[config.mk]
export PLATFORM = sky130hd
export DESIGN_NAME = rx_poll_seq
export DESIGN_NICKNAME = d
export VERILOG_FILES = /design/src/rtl/rx_poll_pkg.sv /design/src/rtl/rx_sleep_timer.sv /design/src/rtl/rx_phase_timer.sv /design/src/rtl/rx_poll_seq.sv
export SDC_FILE = /design/constraint.sdc
export NUM_CORES = 1
export LEC_CHECK = 0
export ABC_AREA = 1
export BUFFER_PORTS_ARGS = -buffer_cell sky130_fd_sc_hd__buf_2
export CORE_MARGIN = 5
export CORE_UTILIZATION = 55
export CTS_CLUSTER_SIZE = 16
export DETAILED_ROUTE_END_ITERATION = 7
export MAX_ROUTING_LAYER = met4
export PLACE_DENSITY = 0.73
export SETUP_SLACK_MARGIN = 0.15
export SLEW_MARGIN = 20
export SYNTH_ARGS = -nofsm -noshare
export SYNTH_HDL_FRONTEND = slang
export SYNTH_SLANG_ARGS = --single-unit
[constraint.sdc]
create_clock -name clk -period 4.34 [get_ports clk]
set_input_delay 0.217 -clock clk [delete_from_list [all_inputs] [get_ports clk]]
set_output_delay 0.217 -clock clk [all_outputs]
set_load 0.1 [all_outputs]
[src/rtl/rx_poll_pkg.sv]
// Package: shared state encoding for the receiver polling sequencer.
package rx_poll_pkg;
    typedef enum logic [2:0] {
        PS_IDLE,
        PS_SLEEP,
        PS_PLL,
        PS_SIG,
        PS_CHECK,
        PS_RECV
    } poll_state_t;
endpackage

[src/rtl/rx_sleep_timer.sv]
// Sleep timer: when loaded, captures field x BASE_CYC x (1 or XFACT) and
// counts down while run is high. expired is high when the count is zero.
// Assumes the loader never loads a zero field (the sequencer skips sleep then).
module rx_sleep_timer #(
    parameter int SLEEP_W  = 5,
    parameter int BASE_CYC = 1024,
    parameter int XFACT    = 8
) (
    input  logic               clk,
    input  logic               rst_n,
    input  logic               load,
    input  logic               run,
    input  logic [SLEEP_W-1:0] field,
    input  logic               ext,
    output logic               expired
);
    localparam int CNT_W = SLEEP_W + $clog2(BASE_CYC * XFACT);
    localparam int UNIT1 = BASE_CYC;
    localparam int UNIT8 = BASE_CYC * XFACT;

    logic [CNT_W-1:0] cnt;
    logic [CNT_W-1:0] span;

    // Purpose: total sleep length in cycles for the current settings.
    always_comb begin
        span = CNT_W'(field) * (ext ? CNT_W'(UNIT8) : CNT_W'(UNIT1));
    end

    // Purpose: load the span minus one, then count down to zero.
    always_ff @(posedge clk) begin
        if (!rst_n) begin
            cnt <= '0;
        end else if (load) begin
            cnt <= span - CNT_W'(1);
        end else if (run && cnt != '0) begin
            cnt <= cnt - CNT_W'(1);
        end
    end

    assign expired = (cnt == '0);
endmodule

[src/rtl/rx_phase_timer.sv]
// Phase timer: a load sets up a window of CYC cycles. expired is high in the
// last cycle of the window while run is held. Assumes CYC >= 1.
module rx_phase_timer #(
    parameter int CYC = 16
) (
    input  logic clk,
    input  logic rst_n,
    input  logic load,
    input  logic run,
    output logic expired
);
    localparam int W = (CYC < 2) ? 1 : $clog2(CYC);

    logic [W-1:0] cnt;

    // Purpose: load CYC-1, then count down while the phase runs.
    always_ff @(posedge clk) begin
        if (!rst_n) begin
            cnt <= '0;
        end else if (load) begin
            cnt <= W'(CYC - 1);
        end else if (run && cnt != '0) begin
            cnt <= cnt - W'(1);
        end
    end

    assign expired = (cnt == '0);
endmodule

[src/rtl/rx_poll_seq.sv]
// Receiver polling sequencer: cycles sleep -> PLL start-up -> signal start-up
// -> bit check while poll_en is high. A pass enters receive with a one-cycle
// wake pulse. A fail or a lock timeout re-enters sleep, reloaded from the
// current settings. Assumes pll_lock, chk_done and chk_ok are synchronous to clk.
module rx_poll_seq #(
    parameter int SLEEP_W     = 5,
    parameter int BASE_CYC    = 1024,
    parameter int XFACT       = 8,
    parameter int SIGPROC_CYC = 64,
    parameter int LOCK_TMO    = 2048
) (
    input  logic               clk,
    input  logic               rst_n,
    input  logic               poll_en,
    input  logic [SLEEP_W-1:0] sleep_field,
    input  logic               sleep_ext,
    input  logic               pll_lock,
    input  logic               chk_done,
    input  logic               chk_ok,
    output logic               pll_on,
    output logic               sig_on,
    output logic               chk_on,
    output logic               rx_sens,
    output logic               wake,
    output logic               lock_err
);
    import rx_poll_pkg::*;

    poll_state_t st, nxt;
    logic ld_slp, ld_tmo, ld_sig, rearm, set_err, wake_d;
    logic slp_exp, tmo_exp, sig_exp;
    logic slp_zero;

    assign slp_zero = (sleep_field == '0);

    rx_sleep_timer #(.SLEEP_W(SLEEP_W), .BASE_CYC(BASE_CYC), .XFACT(XFACT)) u_slp (
        .clk(clk), .rst_n(rst_n), .load(ld_slp), .run(st == PS_SLEEP),
        .field(sleep_field), .ext(sleep_ext), .expired(slp_exp)
    );

    rx_phase_timer #(.CYC(LOCK_TMO)) u_tmo (
        .clk(clk), .rst_n(rst_n), .load(ld_tmo), .run(st == PS_PLL), .expired(tmo_exp)
    );

    rx_phase_timer #(.CYC(SIGPROC_CYC)) u_sig (
        .clk(clk), .rst_n(rst_n), .load(ld_sig), .run(st == PS_SIG), .expired(sig_exp)
    );

    // Purpose: next phase, timer loads and event strobes.
    always_comb begin
        nxt     = st;
        ld_slp  = 1'b0;
        ld_tmo  = 1'b0;
        ld_sig  = 1'b0;
        rearm   = 1'b0;
        set_err = 1'b0;
        wake_d  = 1'b0;
        case (st)
            PS_IDLE:  rearm = 1'b1;
            PS_SLEEP: if (slp_exp) begin
                nxt    = PS_PLL;
                ld_tmo = 1'b1;
            end
            PS_PLL: if (pll_lock) begin
                nxt    = PS_SIG;
                ld_sig = 1'b1;
            end else if (tmo_exp) begin
                rearm   = 1'b1;
                set_err = 1'b1;
            end
            PS_SIG: if (sig_exp) nxt = PS_CHECK;
            PS_CHECK: if (chk_done) begin
                if (chk_ok) begin
                    nxt    = PS_RECV;
                    wake_d = 1'b1;
                end else begin
                    rearm = 1'b1;
                end
            end
            PS_RECV: nxt = PS_RECV;
            default: nxt = PS_IDLE;
        endcase
        if (rearm) begin
            nxt    = slp_zero ? PS_PLL : PS_SLEEP;
            ld_slp = !slp_zero;
            ld_tmo = slp_zero;
        end
        if (!poll_en) begin
            nxt     = PS_IDLE;
            ld_slp  = 1'b0;
            ld_tmo  = 1'b0;
            ld_sig  = 1'b0;
            set_err = 1'b0;
            wake_d  = 1'b0;
        end
    end

    // Purpose: phase register, wake pulse and sticky lock error.
    always_ff @(posedge clk) begin
        if (!rst_n) begin
            st       <= PS_IDLE;
            wake     <= 1'b0;
            lock_err <= 1'b0;
        end else begin
            st       <= nxt;
            wake     <= wake_d;
            lock_err <= lock_err | set_err;
        end
    end

    // Purpose: decode the phase enables from the current phase.
    always_comb begin
        pll_on  = (st == PS_PLL) || (st == PS_SIG) || (st == PS_CHECK) || (st == PS_RECV);
        sig_on  = (st == PS_SIG) || (st == PS_CHECK) || (st == PS_RECV);
        chk_on  = (st == PS_CHECK);
        rx_sens = (st == PS_CHECK) || (st == PS_RECV);
    end
endmodule

### After elaboration in Yosys (flattened, before gate mapping)

Cells that the tools add are included.

| word-level totals | value |
|---|---|
| bits in registers | 40 |
| latch bits | 0 |
| RAM bits | 0 |
| ROM bits | 0 |
| input bits | 12 |
| output and inout port bits | 6 |
| memories | 0 |

| operators by class | value |
|---|---|
| $add $sub $neg | 4 |
| $mul | 1 |
| div/mod/pow operators | 0 |
| magnitude comparators | 0 |
| eq/ne operators | 11 |
| shift operators | 0 |
| muxes and demuxes | 32 |
| bitwise operators | 1 |
| reduce and logical (&&, ||, !) cells | 24 |

Operators by type and width:

| operator | count |
|---|---|
| two-way mux 18 bit | 2 |
| subtractor 18 x 1 -> 18 bit, second input constant | 2 |
| two-way mux 11 bit | 2 |
| zero test 18 bit | 1 |
| multiplier 5 x 18 -> 18 bit | 1 |
| two-way mux 3 bit | 6 |
| one-hot mux 3 bit (6 select lines) | 1 |
| nonzero test 18 bit | 1 |
| two-way mux 1 bit | 16 |
| two-way mux 14 bit | 1 |
| two-way mux 6 bit | 2 |
| zero test 11 bit | 1 |
| nonzero test 11 bit | 1 |
| subtractor 11 x 1 -> 11 bit, second input constant | 1 |
| inequality test 3 bit, second input constant | 3 |
| == test 3 x 2 -> 1 bit, second input constant | 2 |
| == test 3 bit, second input constant | 2 |
| zero test 6 bit | 1 |
| logical OR 1 bit | 6 |
| inequality test 3 x 2 -> 1 bit, second input constant | 2 |
| AND reduction 6 bit | 1 |
| nonzero test 2 bit | 3 |
| nonzero test 6 bit | 1 |
| subtractor 6 x 1 -> 6 bit, second input constant | 1 |
| 11 further kinds | 13 |

### Longest topological paths before layout

| depth | value |
|---|---|
| depth after elaboration | 7 |
| gate-level depth with buffers | 15 |
| depth with buffers taken out | 14 |

### Cells and area by module

From an unflattened synthesis, not the netlist that was laid out.

| unflattened totals | value |
|---|---|
| cells, all modules | 503 |
| area total of the unflattened synthesis | 3166.8 µm² |

By module, submodules not included:

| module | times used | cells each | area an instance (µm²) | seq. area each (µm²) |
|---|---|---|---|---|
| rx_sleep_timer | 1 | 254 | 1609.0 | 360.3 |
| rx_phase_timer at u_tmo | 1 | 110 | 713.2 | 220.2 |
| rx_poll_seq | 1 | 81 | 461.7 | 100.1 |
| rx_phase_timer at u_sig | 1 | 58 | 382.9 | 120.1 |

### Worst setup path after synthesis

No wires, ideal clock.

| timing path | value |
|---|---|
| path kind | reg2reg |
| start point | reg st[2] |
| end point | reg st[2] |
| arrival time | 2.295 ns |
| required time | 4.270 ns |
| setup slack | 1.975 ns |
| stages on the path, launching flop included | 7 |
| path buffers | 0 |
| clock period less this slack | 2.365 ns |
| path through | dfxtp_1 -> nand2_1 -> nand2_1 -> nor2_1 -> inv_1 -> nand3_1 -> a21oi_1 |

| on the way | value |
|---|---|
| longest elaborated chain between the ends | 4 |
| elaborated cells between the ends (all ways) | 16 |
| classes of those cells | eq/ne: 11; mux: 3; reduce/logical: 2 |

RTL lines:

| element | line | text |
|---|---|---|
| start, declared | rx_poll_seq.sv:29 | `poll_state_t st, nxt;` |
| start signal, assigned | rx_poll_seq.sv:105 | `st <= nxt;` |
| == test 3 bit (tied with other cells) | rx_poll_seq.sv:58 | `case (st)` |
| one-hot mux 1 bit (3 select lines) | rx_poll_seq.sv:58 |  |
| inequality test 3 bit (no source line) (tied with other cells) | -- |  |
| AND reduction 6 bit (no source line) | -- |  |

Several ways; a longest one is shown, not always the timed one.
A chain may end at the register's enable or synchronous reset.

### Worst setup path in the final report

| timing path | value |
|---|---|
| start point | reg u_tmo.cnt[0] |
| end point | reg u_slp.cnt[16] |

| on the way | value |
|---|---|
| longest elaborated chain between the ends | 7 |
| elaborated cells between the ends (all ways) | 8 |
| classes of those cells | mux: 6; reduce/logical: 2 |

RTL lines:

| element | line | text |
|---|---|---|
| start, declared | rx_phase_timer.sv:14 | `logic [W-1:0] cnt;` |
| start signal, assigned | rx_phase_timer.sv:21 | `cnt <= W'(CYC - 1);` |
| start signal, assigned | rx_phase_timer.sv:23 | `cnt <= cnt - W'(1);` |
| zero test 11 bit * | rx_phase_timer.sv:27 | `assign expired = (cnt == '0);` |
| two-way mux 1 bit * | rx_poll_seq.sv:67 | `end else if (tmo_exp) begin` |
| two-way mux 1 bit * | rx_poll_seq.sv:64 | `PS_PLL: if (pll_lock) begin` |
| one-hot mux 1 bit (3 select lines) * | rx_poll_seq.sv:58 |  |
| two-way mux 1 bit * | rx_poll_seq.sv:83 | `if (rearm) begin` |
| two-way mux 1 bit * | rx_poll_seq.sv:88 | `if (!poll_en) begin` |
| two-way mux 18 bit or nonzero test 2 bit (tied branches) | -- |  |
| end signal, assigned | rx_sleep_timer.sv:34 | `cnt <= span - CNT_W'(1);` |
| end signal, assigned | rx_sleep_timer.sv:36 | `cnt <= cnt - CNT_W'(1);` |
| end, declared | rx_sleep_timer.sv:21 | `logic [CNT_W-1:0] cnt;` |

Every way passes the cells marked *; elsewhere a longest branch is shown, timed or not.

==> results.toml <==
[outcome]
outcome = "finished, final reports clean"

[logic_synthesis]
yosysMostFrequentCell = "nand2_1"
ys_seq_area_frac = 0.277
async_reset_ff_frac = 0
synth-xor-area-share = 0.0516
synth_edf_count = 0
syn_nets = 474
synth_mux_area_frac = 0.00347
synth_top_family_by_area = "simple AND/OR/NAND/NOR gates"
synth_compound_area_frac = 0.102
synth_area_sq_mm = 0.00289
ys.flop_type = "dfxtp_1"
synth.top_cell.area_share = 0.277
synthDistinctLibCells = 33
synth_warnings = 0
ys_top_cells_by_area = "dfxtp_1, nand2_1, inv_1"
ys_top_cells_by_count = "nand2_1, inv_1, nor2_1, dfxtp_1, nand3_1"
ys_ff_latch = 40
synthCells = 444
synthSimpleGateAreaFrac = 0.376
avgSynthCellArea_sq_um = 6.50
synthAdderAreaFrac = 0.0806
synth_area_leader_cell = "dfxtp_1"

[grt]
grt_pass1_vias = 2548
grt_usage = 0.211
grt_pass1_wl_mm = 11.0
grt_max_degree = 23
antenna_found_initial = 0
gr-total-overflow = 0

[min_path]
min_path_type = "in2reg"

[cells_and_area]
antenna_cells = 0
nNetsFinal = 490
area_delta_synth_final_pct = 7.63
final_core_util = 0.609
fillers = 504
drive_gt1_frac = 0.111

[timing]
max_freq_mhz = 469
relSlewSlack = 0.461
finalCritPeriodShare = 0.492
skew_ns = 0.00692
worst_pin_slew_ns = 0.807
setup-tns-final_ns = 0
min_period_ns = 2.13
setup_violations = 0
rsz0062_at_grt = "false"
hold_viol_final = 0
maxSlewViolCount = 0

[detailed_routing]
drt_iter0_drc = 164
first_pass_iters = 4
drc = 0
viasPerCell = 5.03
wl_per_cell_microns = 11.4
drt.antenna.violating_nets = 0
drt-total-wl_mm = 6.03
vias = 2671

[setup_path]
cp-end-kind = "register"
critPathMaxFanout = 18
cp-start-kind = "register"
path_class = "reg2reg"
crit_arrival_ns = 2.29
critPathRequiredTime_ns = 4.49

[power_and_ir_drop]
power_density_mw_per_mm2 = 319
p_leak_nw = 1.52
peakVddDrop_uv = 172

[clock_network]
clkSlewWorstSetupHoldPaths_ns = 0.08
post_cts_buffers = 0
clkLatencyLatePin_ns = 0.30
cts_inserted_buffers = 5
cts_hold_buf = 0
cts_tree = "done"
cts_resized = 0
cts-root-buf = "clkbuf_8"
clockBufferDepth = 2
cts.sinks = 40
cts_htree_levels = 2

[placement]
port_buffers = 17
place_congestion = 0.898
dp_hpwl_mm = 4.55

[floorplanning]
die_area_sq_mm = 0.00680
io_pins = 18
die_height_microns = 82.5
start_util = 0.565
coreArea_sq_mm = 0.00511
die_x_microns = 82.5
num_rows = 26

[job]
cap_violations = 0
[state kept, by name, indices dropped and copies added (netlist names)]
register	flops
u_slp.cnt	18
u_tmo.cnt	11
u_sig.cnt	6
st	3
lock_err	1
wake	1
[path summary, 6_finish.rpt]
path / from / to / slack [ns] / depth (start not counted)
worst max-delay path: u_tmo.cnt[0]$_SDFFE_PN0P_ / u_slp.cnt[16]$_SDFFE_PN0P_ / 2.21 / 13
worst max register to register: u_tmo.cnt[0]$_SDFFE_PN0P_ / u_slp.cnt[16]$_SDFFE_PN0P_ / 2.21 / 13
worst min-delay path: chk_ok / wake$_SDFF_PN0_ / 0.16 / 3
worst min register to register: lock_err$_SDFF_PN0_ / lock_err$_SDFF_PN0_ / 0.49 / 2
[layout make-up]
cell class / instances / area [sq um] / share of cell area
well taps: 70 / 87.6 / 0.0282
multi-input cells: 328 / 1770 / 0.570
flip-flops and latches: 40 / 801 / 0.258
clock inverters: 2 / 35.0 / 0.0113
repair buffers: 17 / 85.1 / 0.0274
clock buffers: 6 / 72.6 / 0.0233
inverters: 68 / 255 / 0.0821
[cells by family (layout without fill, tap and decap cells)]
group | count (synthesis) | in the layout
AO/OA/AOI/OAI | 54 | 54
XOR/XNOR | 17 | 17
adder cells (fa/ha/maj) | 18 | 18
buffers and inverters | 76 | 93
multiplexers | 1 | 1
flip-flops | 40 | 40
AND/OR/NAND/NOR | 238 | 238
[per-stage QoR]
step / hold slack (ns) / power (mW) / setup WS [ns] / std cells / area (sq um)
after CTS: 0.156 / 0.999 / 2.19 / 531 / 3110
after global placement: 0.460 / 0.685 / 1.97 / 523 / 3000
after detailed placement: 0.475 / 0.692 / 1.91 / 523 / 3000
after global routing: 0.159 / 1.06 / 2.01 / 531 / 3110
final: 0.159 / 0.991 / 2.21 / 531 / 3110
after floorplan: 0.326 / 0.641 / 1.97 / 444 / 2890
[critical path, stage by stage (launching register included)]
cell	delay [ns]
dfxtp_1	0.34
inv_1	0.08
ha_1	0.15
inv_1	0.04
nor2_1	0.09
nand3_1	0.14
nor2_4	0.14
nand2_2	0.09
nand2_4	0.11
nand3_4	0.21
nand2_2	0.29
inv_1	0.15
nand2_1	0.11
a21oi_2	0.06
[routing by layer]
layer | wire length (microns) | vias up | part of all wire | GRT usage
met1 | 2990 | 1186 | 0.50 | 0.255
met5 | 0 | - | 0 | -
met4 | 63 | 0 | 0.010 | 0.0548
met3 | 202 | 6 | 0.033 | 0.0423
li1 | - | 1444 | - | -
met2 | 2780 | 35 | 0.46 | 0.357
[cells in the final DEF, fill, tap and decap left out, types with 2 or more instances in the layout]
master and n:
a21oi_1 17, a21oi_2 3, a31oi_1 5, buf_2 17, clkbuf_8 5, dfxtp_1 40, ha_1 17, inv_1 64
inv_2 4, nand2_1 101, nand2_2 6, nand3_1 30, nand3_2 3, nand3b_1 4, nand4_1 10, nor2_1 64
nor2_2 4, nor2_4 2, nor3_1 6, nor3_2 3, o211ai_1 2, o21ai_0 23, o21ai_1 3, xnor2_1 4
xor2_1 13
[power by group]
group	internal (mW)	total, mW	switching [mW]
sequential	0.393	0.417	0.0238
combinational	0.0970	0.267	0.170
clock	0.171	0.307	0.136
(Power assumes the default switching activity.)
